## config.mk

```make
export PLATFORM = sky130hd
export DESIGN_NAME = sevlvl_pwm_gen
export DESIGN_NICKNAME = d
export VERILOG_FILES = /design/src/rtl/sevlvl_pkg.sv /design/src/rtl/sevlvl_sine.sv /design/src/rtl/sevlvl_carrier.sv /design/src/rtl/sevlvl_band.sv /design/src/rtl/sevlvl_gate_map.sv /design/src/rtl/sevlvl_pwm_gen.sv
export SDC_FILE = /design/constraint.sdc
export NUM_CORES = 1
export LEC_CHECK = 0
export ABC_CLOCK_PERIOD_IN_PS = 18300
export BUFFER_PORTS_ARGS = -buffer_cell sky130_fd_sc_hd__clkbuf_2
export CAP_MARGIN = 20
export CORE_MARGIN = 10
export CORE_UTILIZATION = 50
export DETAILED_ROUTE_END_ITERATION = 7
export PLACE_DENSITY = 0.69
export SLEW_MARGIN = 30
export SYNTH_ARGS = -nofsm -noshare
export SYNTH_HDL_FRONTEND = slang
export SYNTH_SLANG_ARGS = --single-unit
export TNS_END_PERCENT = 5
```

## constraint.sdc

```tcl
create_clock -name clk -period 18.3 [get_ports clk]
set_input_delay 1.83 -clock clk [delete_from_list [all_inputs] [get_ports clk]]
set_output_delay 1.83 -clock clk [all_outputs]
set_load 0.01 [all_outputs]
```

## src/rtl/sevlvl_pkg.sv

```systemverilog
// Shared constants, types and the level-to-switch mapping for the
// seven-level gate generator. Level -3..+3 maps to a fixed on-set of
// twelve switches; gate bit n-1 drives switch n.
package sevlvl_pkg;

    localparam int SAMPLE_W = 16;
    localparam int NUM_SW   = 12;
    localparam int NUM_LVL  = 7;
    localparam int LVL_W    = 3;
    localparam int IDX_W    = 16;

    localparam logic signed [SAMPLE_W-1:0] FULL_SCALE = 16'sd32767;
    localparam logic signed [SAMPLE_W-1:0] BAND_STEP  = 16'sd10922;

    typedef logic signed [LVL_W-1:0] level_t;
    typedef logic [NUM_SW-1:0]       gate_t;

    // Switch on-set for one output level (bit n-1 = switch n).
    function automatic gate_t level_pattern(input level_t lv);
        gate_t g;
        case (lv)
            3'sd0:  g = 12'hA96;
            3'sd1:  g = 12'h536;
            3'sd2:  g = 12'h52A;
            3'sd3:  g = 12'h66C;
            -3'sd1: g = 12'hA81;
            -3'sd2: g = 12'h9E2;
            -3'sd3: g = 12'h9C1;
            default: g = 12'hA96;
        endcase
        return g;
    endfunction

endpackage

```

## src/rtl/sevlvl_sine.sv

```systemverilog
// Internal modulating source: phase accumulator, quarter-wave table
// computed at elaboration (rational sine approximation), index scaling
// in Q1.15 with saturation, registered signed output.
// Assumes the table index width is well below the accumulator width.
module sevlvl_sine #(
    parameter int ACC_W    = 24,
    parameter int TAB_BITS = 8,
    parameter int SAMPLE_W = sevlvl_pkg::SAMPLE_W,
    parameter int IDX_W    = sevlvl_pkg::IDX_W
) (
    input  logic                       clk,
    input  logic                       rst_n,
    input  logic [ACC_W-1:0]           step,
    input  logic [IDX_W-1:0]           mod_index,
    output logic signed [SAMPLE_W-1:0] sample_o
);
    localparam int     TAB_N  = 1 << TAB_BITS;
    localparam int     MAG_W  = SAMPLE_W - 1;
    localparam int     PROD_W = MAG_W + IDX_W;
    localparam longint HALF   = longint'(1) << (TAB_BITS + 1);
    localparam longint CDEN   = 5 * HALF * HALF / 4;
    localparam longint AMP    = (longint'(1) << MAG_W) - 1;

    // Quarter-wave magnitude for table index a (0..TAB_N-1).
    function automatic logic [MAG_W-1:0] quarter_val(input int a);
        longint b;
        b = longint'(a) * (HALF - longint'(a));
        return MAG_W'(AMP * 4 * b / (CDEN - b));
    endfunction

    logic [MAG_W-1:0] qtab [TAB_N];
    for (genvar i = 0; i < TAB_N; i++) begin : g_tab
        assign qtab[i] = quarter_val(i);
    end

    logic [ACC_W-1:0]    phase;
    logic [1:0]          quad;
    logic [TAB_BITS-1:0] idx;
    logic [TAB_BITS-1:0] addr;
    logic [MAG_W-1:0]    mag;
    logic [PROD_W-1:0]   prod;
    logic [PROD_W-1:0]   scaled;
    logic [MAG_W-1:0]    lim;

    assign quad   = phase[ACC_W-1 -: 2];
    assign idx    = phase[ACC_W-3 -: TAB_BITS];
    assign addr   = quad[0] ? ~idx : idx;
    assign mag    = qtab[addr];
    assign prod   = PROD_W'(mag) * PROD_W'(mod_index);
    assign scaled = prod >> (IDX_W - 1);
    assign lim    = (scaled > PROD_W'(AMP)) ? {MAG_W{1'b1}} : scaled[MAG_W-1:0];

    // Advance the sine phase.
    always_ff @(posedge clk) begin
        if (!rst_n) phase <= '0;
        else        phase <= phase + step;
    end

    // Register the signed, scaled sample.
    always_ff @(posedge clk) begin
        if (!rst_n)       sample_o <= '0;
        else if (quad[1]) sample_o <= -$signed({1'b0, lim});
        else              sample_o <= $signed({1'b0, lim});
    end

    // the scaled sine never leaves the symmetric range.
    a_r8_sine_symmetric: assert property (@(posedge clk) disable iff (!rst_n)
        sample_o != {1'b1, {(SAMPLE_W-1){1'b0}}});

endmodule

```

## src/rtl/sevlvl_carrier.sv

```systemverilog
// Shared unit triangle carrier: phase accumulator folded into a
// symmetric ramp of OUT_W bits. The period is 2^ACC_W / step clocks.
// Assumes ACC_W >= OUT_W + 1.
module sevlvl_carrier #(
    parameter int ACC_W = 24,
    parameter int OUT_W = 16
) (
    input  logic             clk,
    input  logic             rst_n,
    input  logic [ACC_W-1:0] step,
    output logic [OUT_W-1:0] wave_o
);
    logic [ACC_W-1:0] phase;
    logic [OUT_W-1:0] ramp;

    assign ramp = phase[ACC_W-2 -: OUT_W];

    // Advance the carrier phase.
    always_ff @(posedge clk) begin
        if (!rst_n) phase <= '0;
        else        phase <= phase + step;
    end

    // Fold the ramp into a triangle on the phase MSB.
    always_ff @(posedge clk) begin
        if (!rst_n)              wave_o <= '0;
        else if (phase[ACC_W-1]) wave_o <= ~ramp;
        else                     wave_o <= ramp;
    end

endmodule

```

## src/rtl/sevlvl_band.sv

```systemverilog
// Band detection and per-band carrier comparison. Threshold compares
// at 0, T, 2T (and their negatives) combine by XOR into six exclusive
// band flags. Each band compares the sample against its own
// level-shifted carrier; the flag gated with the compare result or its
// complement selects the upper or lower level of the band. The output
// is a one-hot level vector, bit j = level j-3.
// Assumes the sample never equals the most negative code.
module sevlvl_band #(
    parameter int SAMPLE_W = sevlvl_pkg::SAMPLE_W,
    parameter int CAR_W    = 16,
    parameter int NUM_LVL  = sevlvl_pkg::NUM_LVL
) (
    input  logic                       clk,
    input  logic                       rst_n,
    input  logic signed [SAMPLE_W-1:0] sample,
    input  logic [CAR_W-1:0]           wave,
    output logic [NUM_LVL-1:0]         lvl_hot
);
    localparam int EXT_W   = SAMPLE_W + 2;
    localparam int NBAND   = (NUM_LVL - 1) / 2;
    localparam int OPROD_W = CAR_W + SAMPLE_W;
    localparam int MID     = NBAND;
    localparam logic signed [EXT_W-1:0] STEP_E = EXT_W'(sevlvl_pkg::BAND_STEP);

    logic [OPROD_W-1:0]     ofs_prod;
    logic [SAMPLE_W-1:0]    ofs;
    logic signed [EXT_W-1:0] s_ext;
    logic signed [EXT_W-1:0] ofs_ext;
    logic [NBAND-1:0] ge, lt, pband, nband, qp, qn;
    logic [NBAND-1:0] up_p, dn_p, up_n, dn_n;

    assign ofs_prod = OPROD_W'(wave) * OPROD_W'(sevlvl_pkg::BAND_STEP);
    assign ofs      = SAMPLE_W'(ofs_prod >> CAR_W);
    assign s_ext    = EXT_W'(sample);
    assign ofs_ext  = $signed({2'b00, ofs});

    for (genvar k = 0; k < NBAND; k++) begin : g_band
        localparam logic signed [EXT_W-1:0] THR = EXT_W'(k) * STEP_E;
        assign ge[k] = s_ext >= THR;
        assign lt[k] = s_ext < -THR;
        assign qp[k] = s_ext > (THR + ofs_ext);
        assign qn[k] = s_ext < -(THR + ofs_ext);
        if (k == NBAND - 1) begin : g_top
            assign pband[k] = ge[k];
            assign nband[k] = lt[k];
        end else begin : g_mid
            assign pband[k] = ge[k] ^ ge[k+1];
            assign nband[k] = lt[k] ^ lt[k+1];
        end
        assign up_p[k] = pband[k] & qp[k];
        assign dn_p[k] = pband[k] & ~qp[k];
        assign up_n[k] = nband[k] & qn[k];
        assign dn_n[k] = nband[k] & ~qn[k];
    end

    // OR the per-band selections into the one-hot level vector.
    always_comb begin
        lvl_hot = '0;
        for (int k = 0; k < NBAND; k++) begin
            lvl_hot[MID+1+k] = lvl_hot[MID+1+k] | up_p[k];
            lvl_hot[MID+k]   = lvl_hot[MID+k]   | dn_p[k];
            lvl_hot[MID-1-k] = lvl_hot[MID-1-k] | up_n[k];
            lvl_hot[MID-k]   = lvl_hot[MID-k]   | dn_n[k];
        end
    end

    // exactly one band is active at a time.
    a_r4_one_band: assert property (@(posedge clk) disable iff (!rst_n)
        $onehot({pband, nband}));

    // the band logic selects exactly one level.
    a_r4_one_level: assert property (@(posedge clk) disable iff (!rst_n)
        $onehot(lvl_hot));

endmodule

```

## src/rtl/sevlvl_gate_map.sv

```systemverilog
// Maps the one-hot level vector to its twelve-switch on-set and the
// signed level code, and registers both so that every driven pattern
// is complete and glitch-free. Assumes the input vector is one-hot.
module sevlvl_gate_map #(
    parameter int NUM_LVL = sevlvl_pkg::NUM_LVL
) (
    input  logic                 clk,
    input  logic                 rst_n,
    input  logic [NUM_LVL-1:0]   lvl_hot,
    output sevlvl_pkg::gate_t    gate_o,
    output sevlvl_pkg::level_t   level_o
);
    import sevlvl_pkg::*;
    localparam int MID = (NUM_LVL - 1) / 2;

    gate_t  pat [NUM_LVL];
    level_t code [NUM_LVL];
    gate_t  gate_nxt;
    level_t level_nxt;

    for (genvar j = 0; j < NUM_LVL; j++) begin : g_lut
        assign code[j] = level_t'(j - MID);
        assign pat[j]  = level_pattern(level_t'(j - MID));
    end

    // OR together the pattern and code of the selected level.
    always_comb begin
        gate_nxt  = '0;
        level_nxt = '0;
        for (int j = 0; j < NUM_LVL; j++) begin
            if (lvl_hot[j]) begin
                gate_nxt  = gate_nxt | pat[j];
                level_nxt = level_nxt | code[j];
            end
        end
    end

    // Register the outputs; reset parks on the level-0 set.
    always_ff @(posedge clk) begin
        if (!rst_n) begin
            gate_o  <= level_pattern(3'sd0);
            level_o <= 3'sd0;
        end else begin
            gate_o  <= gate_nxt;
            level_o <= level_nxt;
        end
    end

    // only one of the seven legal switch sets is ever driven.
    a_r2_legal_pattern: assert property (@(posedge clk) disable iff (!rst_n)
        (gate_o == 12'hA96) || (gate_o == 12'h536) || (gate_o == 12'h52A) ||
        (gate_o == 12'h66C) || (gate_o == 12'hA81) || (gate_o == 12'h9E2) ||
        (gate_o == 12'h9C1));

    // the level code and the switch set always agree.
    a_r3_level_matches_gate: assert property (@(posedge clk) disable iff (!rst_n)
        gate_o == level_pattern(level_o));

endmodule

```

## src/rtl/sevlvl_pwm_gen.sv

```systemverilog
// Seven-level carrier PWM gate generator top. Selects the modulating
// sample (internal sine or saturated external input), registers it,
// finds band and level against a shared level-shifted carrier, and
// drives the registered switch set. Two clocks from an external
// sample change to the gates.
module sevlvl_pwm_gen #(
    parameter int SIN_ACC_W    = 24,
    parameter int SIN_TAB_BITS = 8,
    parameter int CAR_ACC_W    = 24,
    parameter int CAR_W        = 16
) (
    input  logic                    clk,
    input  logic                    rst_n,
    input  logic                    src_ext,
    input  logic signed [15:0]      ext_sample,
    input  logic [15:0]             mod_index,
    input  logic [SIN_ACC_W-1:0]    fund_step,
    input  logic [CAR_ACC_W-1:0]    car_step,
    output logic [11:0]             gate,
    output logic signed [2:0]       level
);
    import sevlvl_pkg::*;

    logic signed [SAMPLE_W-1:0] sine_smp;
    logic signed [SAMPLE_W-1:0] sample_q;
    logic signed [SAMPLE_W-1:0] ext_sat;
    logic [CAR_W-1:0]           wave;
    logic [NUM_LVL-1:0]         lvl_hot;

    sevlvl_sine #(
        .ACC_W(SIN_ACC_W), .TAB_BITS(SIN_TAB_BITS),
        .SAMPLE_W(SAMPLE_W), .IDX_W(IDX_W)
    ) i_sine (
        .clk(clk), .rst_n(rst_n), .step(fund_step),
        .mod_index(mod_index), .sample_o(sine_smp)
    );

    sevlvl_carrier #(.ACC_W(CAR_ACC_W), .OUT_W(CAR_W)) i_carrier (
        .clk(clk), .rst_n(rst_n), .step(car_step), .wave_o(wave)
    );

    assign ext_sat = (ext_sample == {1'b1, {(SAMPLE_W-1){1'b0}}}) ? -FULL_SCALE : ext_sample;

    // Register the selected modulating sample.
    always_ff @(posedge clk) begin
        if (!rst_n)       sample_q <= '0;
        else if (src_ext) sample_q <= ext_sat;
        else              sample_q <= sine_smp;
    end

    sevlvl_band #(.SAMPLE_W(SAMPLE_W), .CAR_W(CAR_W), .NUM_LVL(NUM_LVL)) i_band (
        .clk(clk), .rst_n(rst_n), .sample(sample_q), .wave(wave), .lvl_hot(lvl_hot)
    );

    sevlvl_gate_map #(.NUM_LVL(NUM_LVL)) i_gate_map (
        .clk(clk), .rst_n(rst_n), .lvl_hot(lvl_hot), .gate_o(gate), .level_o(level)
    );

    // reset parks the outputs on the level-0 set.
    a_r1_reset_zero_level: assert property (@(posedge clk)
        !rst_n |=> (gate == 12'hA96) && (level == 3'sd0));

    // positive full scale always yields +3.
    a_r5_full_pos: assert property (@(posedge clk) disable iff (!rst_n)
        (sample_q == FULL_SCALE) |=> (level == 3'sd3));

    // negative full scale always yields -3.
    a_r5_full_neg: assert property (@(posedge clk) disable iff (!rst_n)
        (sample_q == -FULL_SCALE) |=> (level == -3'sd3));

    // a zero sample always yields level 0.
    a_r4_zero_sample: assert property (@(posedge clk) disable iff (!rst_n)
        (sample_q == '0) |=> (level == 3'sd0));

endmodule

```

### Word-level counts from Yosys, hierarchy flattened

Memory sizes are Yosys's and may differ from the RTL's.
Index checks and enable logic that the tools add are counted.

* $add $sub $neg: 8
* multipliers: 2
* $lt $le $gt $ge: 14
* eq/ne operators: 1
* muxes and demuxes: 21
* bitwise operators: 31
* reductions and logical operators: 2

Operators by type and width (count)
* 15-bit two-way mux: 4
* 16-bit by 18-bit less-than comparator with 1-bit output: 3
* 24-bit adder: 2
* 12-bit two-way mux: 4
* 16-bit two-way mux: 3
* 18-bit negator: 2
* 11-bit two-way mux: 3
* 15-bit by 16-bit multiplier with 31-bit output: 1
* 16-bit by 13-bit multiplier with 29-bit output, second input constant: 1
* 14-bit negator with 18-bit output: 1
* 16-bit by 17-bit greater-than comparator with 1-bit output: 1
* 15-bit by 14-bit adder with 16-bit output, first input constant: 1
* 16-bit equality test, second input constant: 1
* 16-bit by 1-bit >= comparator with 1-bit output, second input constant: 1
* 16-bit by 15-bit >= comparator with 1-bit output, second input constant: 1
* 16-bit >= comparator, second input constant: 1
* 16-bit by 15-bit greater-than comparator with 1-bit output: 1
* 16-bit by 15-bit greater-than comparator with 1-bit output, second input constant: 1
* 16-bit greater-than comparator: 1
* 16-bit by 1-bit less-than comparator with 1-bit output, second input constant: 1
* 16-bit by 15-bit less-than comparator with 1-bit output, second input constant: 1
* 16-bit less-than comparator, second input constant: 1
* 15-bit negator with 16-bit output: 1
* 16-bit NOT: 1
* 14 further kinds: 41

* flip-flop bits (word level): 111
* memory bits (read-only): 3840
* output and inout port bits: 15
* memories kept: 1

Memory list
* (no name shown): depth 256, bits a word 15, read ports 1, clocked after Yosys merged registers in 0, wr ports 0, line sevlvl_sine.sv:48 `assign mag = qtab[addr];`

### Longest topological paths before layout

* depth after elaboration: 13
* depth in mapped cells: 55
* depth with buffers taken out: 44

### Hierarchy

Synthesis repeated with hierarchy kept, for this count alone.

* cells, all modules: 3424
* area, all modules: 26805.7 µm²

Modules (own cells, without submodules)
* sevlvl_sine: instances 1, cells an instance 2133, area each 15782.6 µm²
* sevlvl_band: instances 1, cells an instance 906, area each 7420.9 µm²
* sevlvl_carrier: instances 1, cells an instance 295, area each 2497.4 µm²
* sevlvl_pwm_gen: instances 1, cells an instance 57, area each 668.1 µm²
* sevlvl_gate_map: instances 1, cells an instance 33, area each 436.7 µm²

### Worst setup path after synthesis

Ideal clock, no wire load.

* path type: reg2reg
* start point: reg i_sine.phase[22]
* end point: reg i_sine.sample_o[12]
* library setup time: 131 ps
* data arrival time: 11892 ps
* path slack: 6277 ps
* cell stages (with the launch flop): 50
* clock period less this slack: 12023 ps
* path through: dfxtp_1 > buf_4 > buf_6 > buf_4 > buf_2 > buf_1 > xnor2_1 > inv_1 > clkbuf_1 > ha_1 > clkbuf_1 > clkbuf_1 > clkbuf_1 > nand2_1 > a311oi_1 > o21ai_0 > a311oi_1 > a31oi_1 > [... 14 more ...] > a31oi_1 > nor2_1 > a211oi_1 > nand3_1 > a21oi_1 > a211o_1 > xnor2_1 > clkbuf_1 > clkbuf_1 > nor2_1 > ha_1 > nand2_1 > mux2_2 > or4_4 > or4b_4 > o21ai_2 > or3_1 > a21oi_2

* word-level cells in the longest chain between the ends: 10

RTL lines
* start, declared: line sevlvl_sine.sv:36 `logic [ACC_W-1:0] phase;`
* start signal, assigned: line sevlvl_sine.sv:56 `else phase <= phase + step;`
* 8-bit two-way mux (*): line sevlvl_sine.sv:47 `assign addr = quad[0] ? ~idx : idx;`
* 8-bit NOT with 9-bit output (implied by the code) (*): line sevlvl_sine.sv:48
* memory 256 x 15 bit (*)
* 15-bit two-way mux (implied by the code) (*) (2 in a row): line sevlvl_sine.sv:48
* 15-bit by 16-bit multiplier with 31-bit output (*): line sevlvl_sine.sv:49 `assign prod = PROD_W'(mag) * PROD_W'(mod_index);`
* 16-bit by 15-bit greater-than comparator with 1-bit output: line sevlvl_sine.sv:51 `assign lim = (scaled > PROD_W'(AMP)) ? {MAG_W{1'b1}} : scaled[MAG_W-1:0];`
* 15-bit two-way mux (*): line sevlvl_sine.sv:51
* 15-bit negator with 16-bit output: line sevlvl_sine.sv:62 `else if (quad[1]) sample_o <= -$signed({1'b0, lim});`
* 15-bit two-way mux (*): line sevlvl_sine.sv:62
* end signal, assigned: line sevlvl_sine.sv:62
* end signal, assigned: line sevlvl_sine.sv:63 `else sample_o <= $signed({1'b0, lim});`
* end, declared: line sevlvl_sine.sv:15 `output logic signed [SAMPLE_W-1:0] sample_o`

Every way passes the cells marked *; elsewhere a longest branch is shown, timed or not. The select of a mux whose other input is x is not followed.
A chain may end at the register's enable or synchronous reset.

### Worst setup path after layout

Ends and elaborated chain as after synthesis.

==> metrics.yaml <==
synth.top_cell.area_share_pct: 18.61
yosysTopAreaCell: "fa_1"
portBuffers: 97
min_path_type: "reg2reg"
ys_seq_elements: 111
ctsLongestPathBuffers: 2
syn_area_sq_um: 25810
postRouteAntennaNets: 0
synth-edff-count: 0
grtUsageTotal_pct: 25.82
post_cts_resize_count: 0
synth_seq_area_share_pct: 8.609
path_max_fanout: 73
dp_cells: 3970
clk_latency_ns: 0.39
startpoint_type: "flip-flop"
core_region_area_sq_um: 51200
wire_per_inst_microns: 20.12
fin_nets: 3949
maxCapViolCount: 0
syn_to_final_growth_pct: 5.046
fin_crit_ns: 12.18
yosys.cell_types.count: 102
drive_gt1_share_pct: 6.657
grt_max_degree: 87
first_global_vias: 23570
clkSlewWorstSetupHoldPaths_ns: 0.09
numClockSinks: 111
timing.fmax_mhz: 82.12
syn-instance-count: 3329
r2r_cells: 42
setup_viol: 0
rsz0062_at_grt: "false"
dieArea_sq_um: 61110
initial_utilization_pct: 50.42
place_congestion: 1.004
fin_skew_ns: 0.01376
yosysMostFrequentCell: "inv_1"
worstSetupPathType: "reg2reg"
ys_warn_count: 0
crit_path_top_delay_cell: "buf_4"
cts_tree: "built"
hold_depth: 2
rows: 83
required_ns: 18.61
gr-total-overflow: 0
ctsHoldBuffers: 0
fp.dieH_microns: 247.2
post-route-period-util_pct: 66.54
relSlewSlack_pct: 33.58
cts.htree.levels: 3
cts-root-buf: "clkbuf_16"
tightest_slew_ns: 0.9955
grt_pass1_wl_microns: 128300
num_vias: 24270
antenna_found_initial: 2
cts_setup_buffers: 0
cp-end-kind: "flip-flop"
async_reset_ff_share_pct: 0
numCtsBuffers: 9
tns_ns: 0
via_per_inst: 6.090
synthFlopType: "dfxtp_1"
synthTopCellsByArea: "fa_1 (19%), ha_1 (16%), dfxtp_1 (8.6%), inv_1 (5.7%), nand2_1 (4.3%)"
fin_cells: 3985
io_pins: 98
synth_common_cells: "inv_1 (390), ha_1 (325), nand2_1 (297)"
slew_viol_final: 0
hpwl_microns: 60890
drt_iter0_markers: 2948
first_pass_iters: 6
drc: 0
status: "completed"
antenna_cells: 0
avgSynthCellArea_sq_um: 7.754
fp.dieW_microns: 247.2
crit_path_max_incr_delay_ns: 0.69
final-hold-violation-count: 0
wl_microns: 80180
arrival_ns: 12.49
-- critical path: cells and delay by family, from the launching register on --
| family | cells | cell delay (ns) |
|---|---|---|
| DFF | 1 | 0.54 |
| AOI/OAI and AO/OA | 8 | 1.42 |
| buffers and inverters | 9 | 2.23 |
| adders and majority gates | 9 | 4.22 |
| xor gates and xnor gates | 2 | 0.47 |
| and+or+nand+nor | 13 | 2.87 |
| muxes | 1 | 0.27 |
-- final timing paths --
path | from | end | slack [ns]
min | i_sine.sample_o[3]$_SDFF_PN0_ | sample_q[3]$_SDFF_PN0_ | 0.46
max | i_sine.phase[22]$_SDFF_PN0_ | i_sine.sample_o[12]$_SDFF_PN0_ | 6.12
min reg2reg | i_sine.sample_o[3]$_SDFF_PN0_ | sample_q[3]$_SDFF_PN0_ | 0.46
max reg2reg | i_sine.phase[22]$_SDFF_PN0_ | i_sine.sample_o[12]$_SDFF_PN0_ | 6.12
-- cells in the final DEF (no fill, tap or decap), types with 32 or more instances in the layout --
cell | netlist | layout
o211ai_1 | 40 | 40
nor2_1 | 255 | 253
mux2i_1 | 32 | 32
dfxtp_1 | 111 | 108
a31oi_1 | 47 | 47
nand3_1 | 62 | 62
nand2_1 | 297 | 297
nand2b_1 | 43 | 43
nor3_1 | 81 | 81
a211oi_1 | 34 | 34
clkbuf_2 | 0 | 97
inv_1 | 390 | 390
xor2_1 | 52 | 47
o21a_1 | 42 | 42
a21o_1 | 33 | 33
fa_1 | 240 | 240
buf_4 | 8 | 46
ha_1 | 325 | 325
o21ai_0 | 174 | 173
and2_1 | 100 | 100
nor2b_1 | 68 | 68
xnor2_1 | 109 | 106
a21oi_1 | 192 | 192
-- layout make-up --
cell class / count / area (sq um)
Multi-Input combinational cell: 2638 / 21440
Tap cell: 680 / 850.8
Inverter: 398 / 1495
Clock buffer: 10 / 229.0
Timing Repair Buffer: 143 / 830.8
Fill cell: 4919 / 24080
Clock inverter: 5 / 45.04
Sequential cell: 111 / 2228
-- layer usage --
layer	share of wire (%)	vias to the layer above	wire length [microns]	GRT usage, %
met5	0.039	-	31	0
met4	3.8	4	3009	9.360
met3	8.5	259	6820	4.413
met2	45	1157	36120	41.40
met1	43	11440	34200	34.38
li1	-	11410	-	-
-- per-stage QoR --
stage               setup slack (ns)  utilization, %  cell area, sq um  hold WS [ns]
finish                         6.123           52.96             27110        0.4605
global route                   5.493           52.96             27110        0.4959
CTS                            6.097           52.92             27090        0.4709
detailed placement             6.146           52.38             26820        0.4547
global placement               6.425           52.38             26820        0.4450
floorplan                      6.277               -             25830        0.4365
-- sequential cells by signal, summed over array words and instances, names as in the netlist --
| signal | count |
|---|---|
| i_carrier.phase | 24 |
| i_sine.phase | 24 |
| i_carrier.wave_o | 16 |
| i_sine.sample_o | 16 |
| sample_q | 16 |
| i_gate_map.gate_o | 12 |
| i_gate_map.level_o | 3 |
-- kinds of logic (layout without fill, tap and decap cells) --
group | Yosys count | after routing | synth area share [%]
flip-flops | 111 | 111 | 8.609
AO/OA/AOI/OAI | 797 | 797 | 20.24
AND/OR/NAND/NOR | 1068 | 1068 | 20.53
XOR/XNOR | 164 | 164 | 5.730
buffers and inverters | 584 | 556 | 8.924
adder cells (fa/ha/maj) | 565 | 565 | 34.37
other | 1 | 5 | 0.01453
multiplexers | 39 | 39 | 1.590
Power is left out: the tool's default activity adds up to more than one toggle a clock period on the data nets, which glitch-free logic cannot reach.
